**config.mk**
```make
export PLATFORM = sky130hd
export DESIGN_NAME = ovf_timer
export DESIGN_NICKNAME = d
export VERILOG_FILES = /design/src/rtl/ovf_timer_pkg.sv /design/src/rtl/ovf_timer_srst.sv /design/src/rtl/ovf_timer_count.sv /design/src/rtl/ovf_timer_irq.sv /design/src/rtl/ovf_timer.sv
export SDC_FILE = /design/constraint.sdc
export NUM_CORES = 1
export LEC_CHECK = 0
export BUFFER_PORTS_ARGS = -buffer_cell sky130_fd_sc_hd__clkbuf_2
export CORE_ASPECT_RATIO = 0.75
export CORE_MARGIN = 2
export CORE_UTILIZATION = 50
export DETAILED_ROUTE_END_ITERATION = 10
export PLACE_DENSITY = 0.77
export SYNTH_ARGS = -nofsm -noshare
export SYNTH_HDL_FRONTEND = slang
export SYNTH_SLANG_ARGS = --single-unit
export TNS_END_PERCENT = 30
```
**constraint.sdc**
```tcl
create_clock -name clk -period 3.15 [get_ports clk]
set_clock_uncertainty 0.15 [all_clocks]
set_input_delay 0.63 -clock clk [delete_from_list [all_inputs] [get_ports clk]]
set_output_delay 0.63 -clock clk [all_outputs]
set_load 0.01 [all_outputs]
```
**src/rtl/ovf_timer_pkg.sv**
```systemverilog
// Package: shared offsets and interrupt layout for the overflow timer.
// Assumes byte offsets fit in 8 bits; the top zero-extends them to ADDR_W.
package ovf_timer_pkg;
    localparam int IRQ_N = 3;              // match, overflow, capture sources
    localparam int IRQ_OVF_BIT = 1;        // overflow event position
    localparam logic [7:0] OFF_IDENT   = 8'h00;
    localparam logic [7:0] OFF_CONFIG  = 8'h10;
    localparam logic [7:0] OFF_RAW     = 8'h24;
    localparam logic [7:0] OFF_STATUS  = 8'h28;
    localparam logic [7:0] OFF_EN_SET  = 8'h2C;
    localparam logic [7:0] OFF_EN_CLR  = 8'h30;
    localparam logic [7:0] OFF_CTRL    = 8'h38;
    localparam logic [7:0] OFF_COUNT   = 8'h3C;
    localparam logic [7:0] OFF_LOAD    = 8'h40;
    localparam logic [7:0] OFF_MATCH   = 8'h4C;
    localparam logic [7:0] OFF_SYNC    = 8'h54;
endpackage

```
**src/rtl/ovf_timer_srst.sv**
```systemverilog
// Module: soft-reset sequencer. A request starts a clear that lasts
// CYCLES clocks; requests arriving while busy are dropped.
// Assumes CYCLES >= 1.
module ovf_timer_srst #(
    parameter int CYCLES = 4
) (
    input  logic clk,
    input  logic rst_n,
    input  logic req,
    output logic busy,
    output logic sclr
);
    localparam int BW = $clog2(CYCLES + 1);
    localparam logic [BW-1:0] START_VAL = BW'(CYCLES);

    logic [BW-1:0] left_q;
    logic          start;

    assign busy  = (left_q != '0);
    assign start = req && !busy;
    assign sclr  = start || busy;

    // Load the remaining-cycle count on a request, then count it down.
    always_ff @(posedge clk) begin
        if (!rst_n)      left_q <= '0;
        else if (start)  left_q <= START_VAL;
        else if (busy)   left_q <= left_q - 1'b1;
    end

    // an accepted request makes busy visible on the next cycle.
    a_r9_busy_rises: assert property (@(posedge clk) disable iff (!rst_n)
        start |=> busy);
    // busy never outlasts the programmed window (count only falls).
    a_r9_busy_falls: assert property (@(posedge clk) disable iff (!rst_n)
        (busy && !start) |=> (left_q < $past(left_q)));
endmodule

```
**src/rtl/ovf_timer_count.sv**
```systemverilog
// Module: counter datapath with control and load registers.
// Counts while run is set; on all-ones either reloads (auto-reload)
// or wraps to zero and stops. sclr zeroes everything and wins over writes.
module ovf_timer_count #(
    parameter int DATA_W = 32
) (
    input  logic              clk,
    input  logic              rst_n,
    input  logic              sclr,
    input  logic              cnt_wr,
    input  logic              load_wr,
    input  logic              ctrl_wr,
    input  logic [DATA_W-1:0] wdata,
    output logic [DATA_W-1:0] count,
    output logic [DATA_W-1:0] load,
    output logic              run,
    output logic              autoreload,
    output logic              ovf_evt
);
    localparam logic [DATA_W-1:0] ONE = DATA_W'(1);

    assign ovf_evt = run && !cnt_wr && (&count);

    // Counter: write beats increment; overflow reloads or wraps.
    always_ff @(posedge clk) begin
        if (!rst_n || sclr)   count <= '0;
        else if (cnt_wr)      count <= wdata;
        else if (ovf_evt)     count <= autoreload ? load : '0;
        else if (run)         count <= count + ONE;
    end

    // Load register: plain storage used on auto-reload.
    always_ff @(posedge clk) begin
        if (!rst_n || sclr)   load <= '0;
        else if (load_wr)     load <= wdata;
    end

    // Control bits: written by software, run cleared by a one-shot overflow.
    always_ff @(posedge clk) begin
        if (!rst_n || sclr) begin
            run        <= 1'b0;
            autoreload <= 1'b0;
        end else if (ctrl_wr) begin
            run        <= wdata[0];
            autoreload <= wdata[1];
        end else if (ovf_evt && !autoreload) begin
            run        <= 1'b0;
        end
    end

    // running and untouched, the counter steps by one.
    a_r2_step: assert property (@(posedge clk) disable iff (!rst_n)
        (run && !cnt_wr && !sclr && !(&count)) |=> (count == $past(count) + ONE));
    // stopped and untouched, the counter holds.
    a_r2_hold: assert property (@(posedge clk) disable iff (!rst_n)
        (!run && !cnt_wr && !sclr) |=> $stable(count));
    // a counter write lands on the next edge.
    a_r3_write: assert property (@(posedge clk) disable iff (!rst_n)
        (cnt_wr && !sclr) |=> (count == $past(wdata)));
    // auto-reload takes the load value and keeps running.
    a_r4_reload: assert property (@(posedge clk) disable iff (!rst_n)
        (ovf_evt && autoreload && !sclr && !load_wr && !ctrl_wr) |=> (count == $past(load) && run));
    // one-shot overflow wraps to zero and stops.
    a_r5_oneshot: assert property (@(posedge clk) disable iff (!rst_n)
        (ovf_evt && !autoreload && !sclr && !ctrl_wr) |=> (count == '0 && !run));
endmodule

```
**src/rtl/ovf_timer_irq.sv**
```systemverilog
// Module: interrupt status and enables. Events set raw bits; writes of
// ones acknowledge them (event wins); separate set/clear enable writes
// (clear wins). irq is the OR of raw AND enable.
module ovf_timer_irq #(
    parameter int N = 3
) (
    input  logic         clk,
    input  logic         rst_n,
    input  logic         sclr,
    input  logic [N-1:0] evt,
    input  logic         set_wr,
    input  logic         clr_wr,
    input  logic         ack_wr,
    input  logic [N-1:0] wdata,
    output logic [N-1:0] raw,
    output logic [N-1:0] en,
    output logic         irq
);
    logic [N-1:0] ack_mask, set_mask, clr_mask;

    assign ack_mask = ack_wr ? wdata : '0;
    assign set_mask = set_wr ? wdata : '0;
    assign clr_mask = clr_wr ? wdata : '0;
    assign irq      = |(raw & en);

    // Pending bits: acknowledge first, then new events on top.
    always_ff @(posedge clk) begin
        if (!rst_n || sclr) raw <= '0;
        else                raw <= (raw & ~ack_mask) | evt;
    end

    // Enable bits: set, then clear, so clear wins.
    always_ff @(posedge clk) begin
        if (!rst_n || sclr) en <= '0;
        else                en <= (en | set_mask) & ~clr_mask;
    end

    // an event is pending on the next cycle even under acknowledge.
    a_r8_evt_wins: assert property (@(posedge clk) disable iff (!rst_n)
        (|evt && !sclr) |=> ((raw & $past(evt)) == $past(evt)));
    // cleared enables are off on the next cycle.
    a_r7_clear: assert property (@(posedge clk) disable iff (!rst_n)
        (|clr_mask) |=> ((en & $past(clr_mask)) == '0));
    // set-only enables are on on the next cycle.
    a_r7_set: assert property (@(posedge clk) disable iff (!rst_n)
        (|(set_mask & ~clr_mask) && !sclr) |=>
            ((en & $past(set_mask & ~clr_mask)) == $past(set_mask & ~clr_mask)));
endmodule

```
**src/rtl/ovf_timer.sv**
```systemverilog
// Module: top of the overflow timer. Decodes the register port, gates
// writes while a soft reset is busy and builds the read mux.
// Assumes single-cycle writes and combinational reads; unmapped reads are 0.
module ovf_timer
    import ovf_timer_pkg::*;
#(
    parameter int          ADDR_W      = 8,
    parameter int          DATA_W      = 32,
    parameter int          SRST_CYCLES = 4,
    parameter logic [31:0] ID_VALUE    = 32'h4754_0100
) (
    input  logic              clk,
    input  logic              rst_n,
    input  logic              wr_en,
    input  logic [ADDR_W-1:0] addr,
    input  logic [DATA_W-1:0] wdata,
    output logic [DATA_W-1:0] rdata,
    output logic              irq
);
    logic              busy, sclr, wr_ok, srst_req;
    logic [DATA_W-1:0] count, load, match_q;
    logic              run, autoreload, ovf_evt;
    logic [IRQ_N-1:0]  raw, en, evt;

    function automatic logic hit(input logic [ADDR_W-1:0] a, input logic [7:0] off);
        return a == ADDR_W'(off);
    endfunction

    assign wr_ok    = wr_en && !busy;
    assign srst_req = wr_en && hit(addr, OFF_SYNC) && wdata[1];

    ovf_timer_srst #(.CYCLES(SRST_CYCLES)) u_srst (
        .clk(clk), .rst_n(rst_n), .req(srst_req), .busy(busy), .sclr(sclr)
    );

    ovf_timer_count #(.DATA_W(DATA_W)) u_count (
        .clk(clk), .rst_n(rst_n), .sclr(sclr),
        .cnt_wr (wr_ok && hit(addr, OFF_COUNT)),
        .load_wr(wr_ok && hit(addr, OFF_LOAD)),
        .ctrl_wr(wr_ok && hit(addr, OFF_CTRL)),
        .wdata(wdata), .count(count), .load(load),
        .run(run), .autoreload(autoreload), .ovf_evt(ovf_evt)
    );

    // Event vector: only the overflow source is wired in this block.
    always_comb begin
        evt = '0;
        evt[IRQ_OVF_BIT] = ovf_evt;
    end

    ovf_timer_irq #(.N(IRQ_N)) u_irq (
        .clk(clk), .rst_n(rst_n), .sclr(sclr), .evt(evt),
        .set_wr(wr_ok && hit(addr, OFF_EN_SET)),
        .clr_wr(wr_ok && hit(addr, OFF_EN_CLR)),
        .ack_wr(wr_ok && hit(addr, OFF_STATUS)),
        .wdata(wdata[IRQ_N-1:0]), .raw(raw), .en(en), .irq(irq)
    );

    // Match register: storage only.
    always_ff @(posedge clk) begin
        if (!rst_n || sclr)                   match_q <= '0;
        else if (wr_ok && hit(addr, OFF_MATCH)) match_q <= wdata;
    end

    // Read mux over the mapped offsets.
    always_comb begin
        rdata = '0;
        if      (hit(addr, OFF_IDENT))  rdata = DATA_W'(ID_VALUE);
        else if (hit(addr, OFF_CONFIG)) rdata = DATA_W'(busy);
        else if (hit(addr, OFF_RAW))    rdata = DATA_W'(raw);
        else if (hit(addr, OFF_STATUS)) rdata = DATA_W'(raw & en);
        else if (hit(addr, OFF_EN_SET) || hit(addr, OFF_EN_CLR)) rdata = DATA_W'(en);
        else if (hit(addr, OFF_CTRL))   rdata = DATA_W'({autoreload, run});
        else if (hit(addr, OFF_COUNT))  rdata = count;
        else if (hit(addr, OFF_LOAD))   rdata = load;
        else if (hit(addr, OFF_MATCH))  rdata = match_q;
    end

    // while busy, the cleared state stays zero.
    a_r9_cleared: assert property (@(posedge clk) disable iff (!rst_n)
        busy |-> (count == '0 && !run && raw == '0 && en == '0));
    // a match write lands on the next edge.
    a_r10_match: assert property (@(posedge clk) disable iff (!rst_n)
        (wr_ok && hit(addr, OFF_MATCH) && !sclr) |=> (match_q == $past(wdata)));
    // the interrupt line only rises with an enabled pending bit.
    a_r6_irq_src: assert property (@(posedge clk) disable iff (!rst_n)
        $rose(irq) |-> ($past(|evt) || $past(|set_of_en_rise())));

    function automatic logic [IRQ_N-1:0] set_of_en_rise();
        return (wr_ok && hit(addr, OFF_EN_SET)) ? wdata[IRQ_N-1:0] : '0;
    endfunction
endmodule

```
==> impl_results.md, run 1 <==
* Status: complete, no violations
* Vias at 5975
* Syn_area_per_cell at 7.59 µm²
* Overflow after GRT at 0
* ANT cells at 0
* Die width at 129 µm
* Yosys cell types at 58
* CTS H-tree depth at 3
* Simple-gate area share of the yosys netlist at 0.283
* Worst Path Arrival at 2360 ps
* Number of flops mapped to enable cells by yosys at 0
* Post-route ant nets at 0
* Max-slew violations at 0
* Layout overhead on the synthesized area at 17.9%
* First-pass GRT wire length at 28200 µm
* Asr flop ratio synth at 0
* Setup TNS Final at 0 ps
* Placeable core area at 11500 µm²
* Setup repair bufs after CTS at 0
* First DRT Iteration DRCs at 942
* Vias per cell at 6.04
* Tightest Pin Transition at 1160 ps
* PostCTS Resize Cnt at 0
* Post-synthesis mux area share at 0.0122
* Critical path peak fanout at 12
* GRT Overall Usage at 0.281
* Register bit total from synthesis at 107
* Die height at 97.6 µm
* Worst setup path class: in -> out
* Routed WL at 17300 µm
* Register area share after synthesis at 0.367
* PortBufs at 75
* Max-Cap Viols at 0
* Hold Buf Count CTS at 0
* WL/cell at 17.5 µm
* Final hold violations at 0
* Min Tclk post-route at 3140 ps
* Gp weighted congestion at 0.895
* Final setup fails at 0
* Hpwl dp at 11600 µm
* Prevailing post-synth register cell: dfxtp_1
* Yosys warns at 0
* Main combinational cell family by area after synthesis: simple AND/OR/NAND/NOR gates
* Clock transition at the registers of the reported paths at 70 ps
* Ports at 76
* TritonCTS Buffers at 9
* XOR/XNOR share of the synthesized area at 0.0420
* Yosys top cell area share at 0.367
* Slew Limit Headroom at 0.219
* Initial core utilization at 0.508
* Synth Area in Compound Gates at 0.223
* Largest area contributor in the netlist: dfxtp_1
* # fillers at 1071
* Die ar. at 12600 µm²
* Cell Rows at 34
* Critical Path Start Type: input pin
* Hold WS at 304 ps
* PD cells at 450 nW/µm²
* Top cells by count, synth: 184 x nand2_1, 107 x dfxtp_1, 105 x a21oi_1
* Max VDD drop at 0.284 mV
* Post-Synth Adder-Cell Area at 0.00643
* Non-Filler Instances at 990
* Hold crit path type: reg -> reg
* DRC violations left at 0
* Clk buf depth at 2
* CTS root buffer: clkbuf_16
* F_max at 0.318 GHz
* Nets at 889
* Most frequent cell after synthesis: nand2_1
* Gate Count Post-Synth at 769
* Post-Syn Nets at 815
* Placed Cells incl. Taps at 976
* Share of post-route cells with drive strength above 1 at 0.189
* Antenna violations before repair at 0
* Number of global-route vias before repair at 5491
* Post-Syn Area at 5830 µm²
* Largest net degree at the start of global routing at 56
* Drt pass-1 iters at 6
* RSZ-0062 raised after global routing: true
* Critical path required time at 2370 ps
* Skew-Pair Late Insertion Delay at 350 ps
* TritonCTS clock tree: done
* Leak at 2.66 nW
* Final Util at 0.599
* Num Clock Sinks at 107
* Footprint of the multi-input gates at 3340 µm²
* Final Cycle Share at 0.998
* Crit path capture type: primary output
* Register Area at 2140 µm²
* Synth top area cells: dfxtp_1 37%, nand2_1 12%, a21oi_1 9.0%
registers in the layout, indices dropped and copies added (netlist names):
register,flops
match_q,32
u_count.count,32
u_count.load,32
u_irq.en,3
u_irq.raw,3
u_srst.left_q,3
u_count.autoreload,1
u_count.run,1
worst paths after layout:
check,start,to,slack [ps],cells past startpoint
hold / removal,match_q[17]$_SDFFE_PP0P_,match_q[17]$_SDFFE_PP0P_,300,2
setup reg to reg,u_count.count[1]$_SDFFE_PP0P_,u_count.count[5]$_SDFFE_PP0P_,280,8
setup / recovery,addr[4],rdata[31],6,8
hold reg to reg,match_q[17]$_SDFFE_PP0P_,match_q[17]$_SDFFE_PP0P_,300,2
cells by family (layout without fill, tap and decap cells):
family	Yosys count	in the layout
multiplexers	7	7
XOR/XNOR	28	28
buffers and inverters	89	166
AND/OR/NAND/NOR	330	330
flip-flops	107	107
AO/OA/AOI/OAI	205	205
adder cells (fa/ha/maj)	3	3
per-layer routing:
metal	global-route usage	wire (µm)
met5	0	0
met4	0.0727	248
met3	0.0628	1660
met2	0.414	7360
met1	0.412	8010
cells in the final DEF (no fill, tap or decap), drive strengths merged, types with 2 or more instances in the layout:
cell type	n
clkbuf	85
a211oi	3
and3	13
dfxtp	107
a31oi	10
nor2	20
or3	6
mux2i	6
o32ai	2
nor3	8
and4	9
xnor2	18
a22oi	11
nand4bb	2
and2	9
o21ai	12
bufinv	2
o211ai	8
o31ai	2
nand3	32
ha	3
buf	48
a221oi	8
inv	29
a21boi	3
a222oi	22
o22ai	13
a21oi	106
nand4	12
nor3b	19
or4	2
nor4	5
nand2	184
xor2	10
nor2b	4
final cells by class:
cell class	instances	area share
Multi-Input combinational cell	573	0.485
Sequential cell	107	0.311
Timing Repair Buffer	123	0.116
Clock buffer	10	0.0347
Tap cell	144	0.0262
Inverter	29	0.0158
Clock inverter	4	0.0111
through the flow:
stage               total power (W)  cell area [µm²]  worst slack [ps]
floorplan                   0.00169             5830               168
global placement            0.00189             6570              84.6
detailed placement          0.00190             6570              54.5
CTS                         0.00309             6880              21.6
global route                0.00319             6880             -36.5
finish                      0.00309             6880              5.64
power breakdown:
group          switching [W]  internal (W)  total, W  leakage (nW)
sequential         0.0000120       0.00137   0.00138         0.862
combinational       0.000336      0.000162  0.000498          1.65
clock               0.000504      0.000711   0.00122         0.151
total               0.000852       0.00224   0.00309          2.66
worst max-delay path, cell delays in order:
cell and delay, ps:
clkbuf_2 100, or4b_1 600, buf_4 210, nor2_2 210
buf_4 260, a222oi_1 110, inv_1 110, clkbuf_2 130
(Power assumes the default switching activity.)
==> inputs of run 2 (changes only) <==
--- a/config.mk
+++ b/config.mk
@@ -8,9 +8,9 @@
 export BUFFER_PORTS_ARGS = -buffer_cell sky130_fd_sc_hd__clkbuf_2
 export CORE_ASPECT_RATIO = 0.75
 export CORE_MARGIN = 2
-export CORE_UTILIZATION = 50
+export CORE_UTILIZATION = 35
 export DETAILED_ROUTE_END_ITERATION = 10
-export PLACE_DENSITY = 0.77
+export PLACE_DENSITY = 0.59
 export SYNTH_ARGS = -nofsm -noshare
 export SYNTH_HDL_FRONTEND = slang
 export SYNTH_SLANG_ARGS = --single-unit
==> run 2 against run 1 <==
Net effect: die area up 41%; non-clock buffer count increased by 4; total power fell by 2.5%; setup slack better by 93 ps; worst hold slack improved by 0.50 ps; largest cell class unchanged; largest power group unchanged; fmax rose by 3.0%.
==> impl_results.md, run 2 (synthesis results as in run 1) <==
* Cell Rows at 40 (+18%)
* # fillers at 1664 (+55%)
* CTS H-tree depth at 3 (unchanged)
* Ports at 76 (unchanged)
* Die height at 116 µm (+19%)
* Most frequent cells in the layout: 184 x nand2_1, 107 x dfxtp_1, 105 x a21oi_1
* Num Clock Sinks at 107 (unchanged)
* Max-Cap Viols at 0 (unchanged)
* Overflow after GRT at 0 (unchanged)
* DRC violations left at 0 (unchanged)
* Critical path required time at 2370 ps (about the same)
* Critical Path Start Type: input pin
* Final Cycle Share at 0.969 (-0.0294)
* TritonCTS clock tree: done
* Critical path peak fanout at 3 (-9)
* Placeable core area at 16200 µm² (+41%)
* Initial core utilization at 0.361 (-0.147)
* Largest net degree at the start of global routing at 53 (-5.4%)
* Critical-path top delay cell: or4_4
* Clk buf depth at 2 (unchanged)
* PostCTS Resize Cnt at 0 (unchanged)
* Hold crit path type: reg -> reg
* GRT Overall Usage at 0.214 (-0.0669)
* Die ar. at 17700 µm² (+41%)
* Max-slew violations at 0 (unchanged)
* CTS root buffer: clkbuf_16
* Status: complete, no violations
* Overall power at 0.00302 W (-2.5%)
* PortBufs at 75 (unchanged)
* Worst Path Arrival at 2270 ps (-90 ps)
* Tightest Pin Transition at 1130 ps (-36.0 ps)
* Max VDD drop at 0.209 mV (-26%)
* Slew Limit Headroom at 0.244 (+0.0242)
* Leak at 2.69 nW (+1.1%)
* First DRT Iteration DRCs at 616 (-35%)
* Final hold violations at 0 (unchanged)
* Crit path capture type: primary output
* ANT cells at 0 (unchanged)
* Number of global-route vias before repair at 5409 (-1.5%)
* Antenna violations before repair at 0 (unchanged)
* Die width at 153 µm (+19%)
* CP delay by family, top: simple AND/OR/NAND/NOR gates
* Post-route ant nets at 0 (unchanged)
* Post-DP Area at 6670 µm² (+1.6%)
* Worst setup path class: in -> out
* Largest stage delay, worst path at 540 ps (-60 ps)
* Crit-path most repeated cell: clkbuf_2
* Hold Buf Count CTS at 0 (unchanged)
* Final Util at 0.434 (-0.165)
* Final setup fails at 0 (unchanged)
* Nets at 893 (+0.45%)
* Leading cell type in the layout, fill and taps excluded: nand2_1
* Routed WL at 19000 µm (+9.8%)
* WL/cell at 17.9 µm (+2.4%)
* Vias at 5852 (-2.1%)
* WP buf/inv at 4 (-1)
* TritonCTS Buffers at 9 (unchanged)
* F_max at 0.328 GHz (+3.0%)
* Hold WS at 304 ps (+0.501 ps)
* Drt pass-1 iters at 8 (+2)
* Hpwl dp at 13000 µm (+12%)
* Skew-Pair Late Insertion Delay at 360 ps (about the same)
* Layout overhead on the synthesized area at 20.4%
* Gp weighted congestion at 0.856 (-4.4%)
* Share of post-route cells with drive strength above 1 at 0.198 (+0.00923)
* Setup repair bufs after CTS at 0 (unchanged)
* Vias per cell at 5.51 (-8.7%)
* Regs by FF count: match_q x32, u_count.count x32, u_count.load x32
* First-pass GRT wire length at 30300 µm (+7.2%)
* Clock transition at the registers of the reported paths at 70 ps (about the same)
* Crit-path cells: clkbuf_2 -> or4_4 -> buf_4 -> nor2_4 -> buf_6 -> a221oi_1 -> nor2_1 -> o22a_1 -> clkbuf_2
* Fin area at 7020 µm² (+2.0%)
* Setup TNS Final at 0 ps (unchanged)
* RSZ-0062 raised after global routing: false
* PD cells at 430 nW/µm² (-4.4%)
* Min Tclk post-route at 3050 ps (-92.7 ps)
run 2: final timing paths:
| check | slack, ps | from | cells past startpoint | to |
|---|---|---|---|---|
| max | 100 | addr[2] | 9 | rdata[2] |
| min | 300 | match_q[30]$_SDFFE_PP0P_ | 2 | match_q[30]$_SDFFE_PP0P_ |
| max reg2reg | 370 | u_count.count[0]$_SDFFE_PP0P_ | 8 | u_count.count[5]$_SDFFE_PP0P_ |
| min reg2reg | 300 | match_q[30]$_SDFFE_PP0P_ | 2 | match_q[30]$_SDFFE_PP0P_ |
run 2: layout make-up:
class	instances	area (µm²)	area share
multi-input cells	573	3370	0.479
flip-flops and latches	107	2140	0.305
repair buffers	127	853	0.122
well taps	210	263	0.0374
clock buffers	10	239	0.0340
inverters	29	109	0.0155
clock inverters	6	50.0	0.00713
run 2: routing by layer:
metal | global-route usage | part of all wire | vias up
met5 | 0 | 0 | -
met4 | 0.0444 | 0.0054 | 0
met3 | 0.0363 | 0.074 | 7
met2 | 0.318 | 0.42 | 234
met1 | 0.324 | 0.50 | 2711
li1 | - | - | 2900
run 2: metrics by stage:
stage          cells  setup WS [ps]
2_1_floorplan    769            168
3_3_place_gp    1045           26.8
3_5_place_dp    1045           10.1
4_1_cts         1061           3.02
5_1_grt         1062           7.39
6_report        1062           98.3
run 2: tightest hold or removal path, delay by kind of cell (launching register included):
kind,cells,cell delay [ps]
and+or+nand+nor,1,50
DFF,1,310
AOI/OAI and AO/OA,1,50
run 2: report_power, final:
part	internal, W	switching (W)	total (W)
clock	0.000566	0.000545	0.00111
combinational	0.000174	0.000352	0.000526
sequential	0.00137	0.0000116	0.00138
total	0.00211	0.000909	0.00302
==> inputs of run 3 (changes only) <==
--- a/config.mk
+++ b/config.mk
@@ -8,9 +8,9 @@
 export BUFFER_PORTS_ARGS = -buffer_cell sky130_fd_sc_hd__clkbuf_2
 export CORE_ASPECT_RATIO = 0.75
 export CORE_MARGIN = 2
-export CORE_UTILIZATION = 35
+export CORE_UTILIZATION = 33
 export DETAILED_ROUTE_END_ITERATION = 10
-export PLACE_DENSITY = 0.59
+export PLACE_DENSITY = 0.56
 export SYNTH_ARGS = -nofsm -noshare
 export SYNTH_HDL_FRONTEND = slang
 export SYNTH_SLANG_ARGS = --single-unit
==> run 3 against run 2 <==
Net effect: die area up 5.9%; clock-buffer cell count unchanged; non-clock buffer count down 5; total power up 2.7%; sequential power about the same; via count about the same; fmax down 1.2%; critical path depth down 2; design area about the same; critical path type unchanged; flip-flop and latch count unchanged; combinational power up 1%.
==> impl_results.md, run 3 (synthesis results as in run 1) <==
* Routed WL at 19000 µm (+0.36%)
* Regs by FF count: match_q x32, u_count.count x32, u_count.load x32
* Most frequent cells in the layout: 184 x nand2_1, 107 x dfxtp_1, 105 x a21oi_1
* Nets at 888 (-0.56%)
* Leading cell type in the layout, fill and taps excluded: nand2_1
* Busiest grt layer: met1
* Final Cycle Share at 0.980 (+0.0117)
* Hold path start: match_q[1]$_SDFFE_PP0P_
* ANT cells at 0 (unchanged)
* First DRT Iteration DRCs at 536 (-13%)
* Die width at 158 µm (+2.9%)
* Leak at 2.67 nW (-0.68%)
* PortBufs at 75 (unchanged)
* Hold WS at 301 ps (-3.20 ps)
* Placeable core area at 17500 µm² (+8.3%)
* CTS root buffer: clkbuf_16
* CTS H-tree depth at 3 (unchanged)
* RSZ-0062 raised after global routing: false
* Min Tclk post-route at 3090 ps (+36.7 ps)
* Setup TNS Final at 0 ps (unchanged)
* M1 GR Usage at 0.318 (-0.00564)
* Final setup fails at 0 (unchanged)
* WL/cell at 17.5 µm (-2.1%)
* Routing usage on met2 at 0.291 (-0.0266)
* PD cells at 441 nW/µm² (+2.7%)
* Crit path capture type: primary output
* Worst setup path class: in -> out
* Drt pass-1 iters at 5 (-3)
* Die ar. at 18800 µm² (+5.9%)
* Max VDD drop at 0.198 mV (-5.5%)
* Hold Buf Count CTS at 0 (unchanged)
* Number of global-route vias before repair at 5567 (+2.9%)
* Largest net degree at the start of global routing at 53 (unchanged)
* PostCTS Resize Cnt at 0 (unchanged)
* Final hold violations at 0 (unchanged)
* FF-to-FF End: u_count.count[9]$_SDFFE_PP0P_
* Setup repair bufs after CTS at 0 (unchanged)
* Critical Path Start Type: input pin
* Share of post-route cells with drive strength above 1 at 0.192 (-0.00591)
* Initial core utilization at 0.333 (-0.0275)
* FF-to-FF setup slack at 400 ps (+30 ps)
* Die height at 119 µm (+2.9%)
* Worst Path Arrival at 2310 ps (+40 ps)
* First-pass GRT wire length at 30700 µm (+1.5%)
* Post-route ant nets at 0 (unchanged)
* R2R cell count at 7 (-1)
* Layout overhead on the synthesized area at 20.4% (about the same)
* Final Util at 0.401 (-0.0329)
* Clk buf depth at 2 (unchanged)
* Skew-Pair Late Insertion Delay at 350 ps (about the same)
* Max-Cap Viols at 0 (unchanged)
* Vias at 5851 (-0.017%)
* Overflow after GRT at 0 (unchanged)
* R2r startpoint: u_count.count[12]$_SDFFE_PP0P_
* Hold crit path type: reg -> reg
* TritonCTS Buffers at 9 (unchanged)
* Vias per cell at 5.37 (-2.5%)
* Num Clock Sinks at 107 (unchanged)
* # fillers at 1861 (+12%)
* F_max at 0.324 GHz (-1.2%)
* TritonCTS clock tree: done
* Hold Path Stages at 2 (unchanged)
* Clock transition at the registers of the reported paths at 70 ps (about the same)
* DRC violations left at 0 (unchanged)
* GRT Overall Usage at 0.206 (-0.00777)
* Worst Hold End: match_q[1]$_SDFFE_PP0P_
* Hpwl dp at 13300 µm (+2.4%)
* Critical path required time at 2370 ps (about the same)
* Slew Limit Headroom at 0.276 (+0.0328)
* GRT met3 Usage at 0.0418 (+0.00557)
* Cell Rows at 42 (+5.0%)
* Overall power at 0.00310 W (+2.7%)
* Max-slew violations at 0 (unchanged)
* Status: complete, no violations
* Antenna violations before repair at 0 (unchanged)
* Critical path peak fanout at 7 (+4)
* Tightest Pin Transition at 1080 ps (-48.7 ps)
* Gp weighted congestion at 0.853 (-0.41%)
* Ports at 76 (unchanged)
-- run 3: cell types whose count changed in the layout (fill, tap and decap cells not counted) --
| cell | previous run | this run |
|---|---|---|
| buf_4 | 44 | 41 |
| nor2_4 | 2 | 1 |
| bufinv_16 | 0 | 1 |
| or4b_4 | 1 | 0 |
| or4b_1 | 0 | 1 |
| buf_6 | 2 | 0 |
| buf_12 | 5 | 6 |
| clkinvlp_4 | 2 | 1 |
| clkbuf_16 | 10 | 9 |
| nor2_2 | 1 | 2 |
-- run 3: critical path: stages --
cell,delay (ps)
clkbuf_2,110
or4_4,550
or4_4,470
nand2b_4,170
buf_4,170
nand3_1,90
clkbuf_2,130
-- run 3: worst max-delay path by stage --
stage                  from        end  depth (start not counted)
global route        addr[2]  rdata[24]                          7
global placement    addr[2]  rdata[30]                          7
finish              addr[2]  rdata[30]                          7
CTS                 addr[4]   rdata[8]                          8
floorplan           addr[2]  rdata[30]                          6
detailed placement  addr[4]   rdata[8]                          8
-- run 3: where the power goes --
group	internal, W	switching (W)	leakage, nW
sequential	0.00137	0.0000119	0.862
clock	0.000646	0.000542	0.149
combinational	0.000179	0.000352	1.66
total	0.00219	0.000906	2.67
-- run 3: cell type report --
cell class              count  area [µm²]  share of cell area
clock inverters             6        72.6              0.0103
inverters                  29         109              0.0155
clock buffers              10         239              0.0340
multi-input cells         573        3360               0.478
well taps                 242         303              0.0431
repair buffers            122         803               0.114
flip-flops and latches    107        2140               0.305
-- run 3: metrics by stage --
| step | setup WS (ps) | std cells | cell area, µm² |
|---|---|---|---|
| global route | 9.37 | 1089 | 7030 |
| detailed placement | 20.4 | 1073 | 6690 |
| CTS | 14.7 | 1089 | 7010 |
| floorplan | 168 | 769 | 5830 |
| finish | 61.6 | 1089 | 7030 |
| global placement | 58.0 | 1073 | 6690 |
-- run 3: routing by layer --
metal | part of all wire | vias to the layer above
met4 | 0.0076 | 0
met2 | 0.41 | 174
met3 | 0.053 | 11
met1 | 0.53 | 2782
met5 | 0 | -
li1 | - | 2884
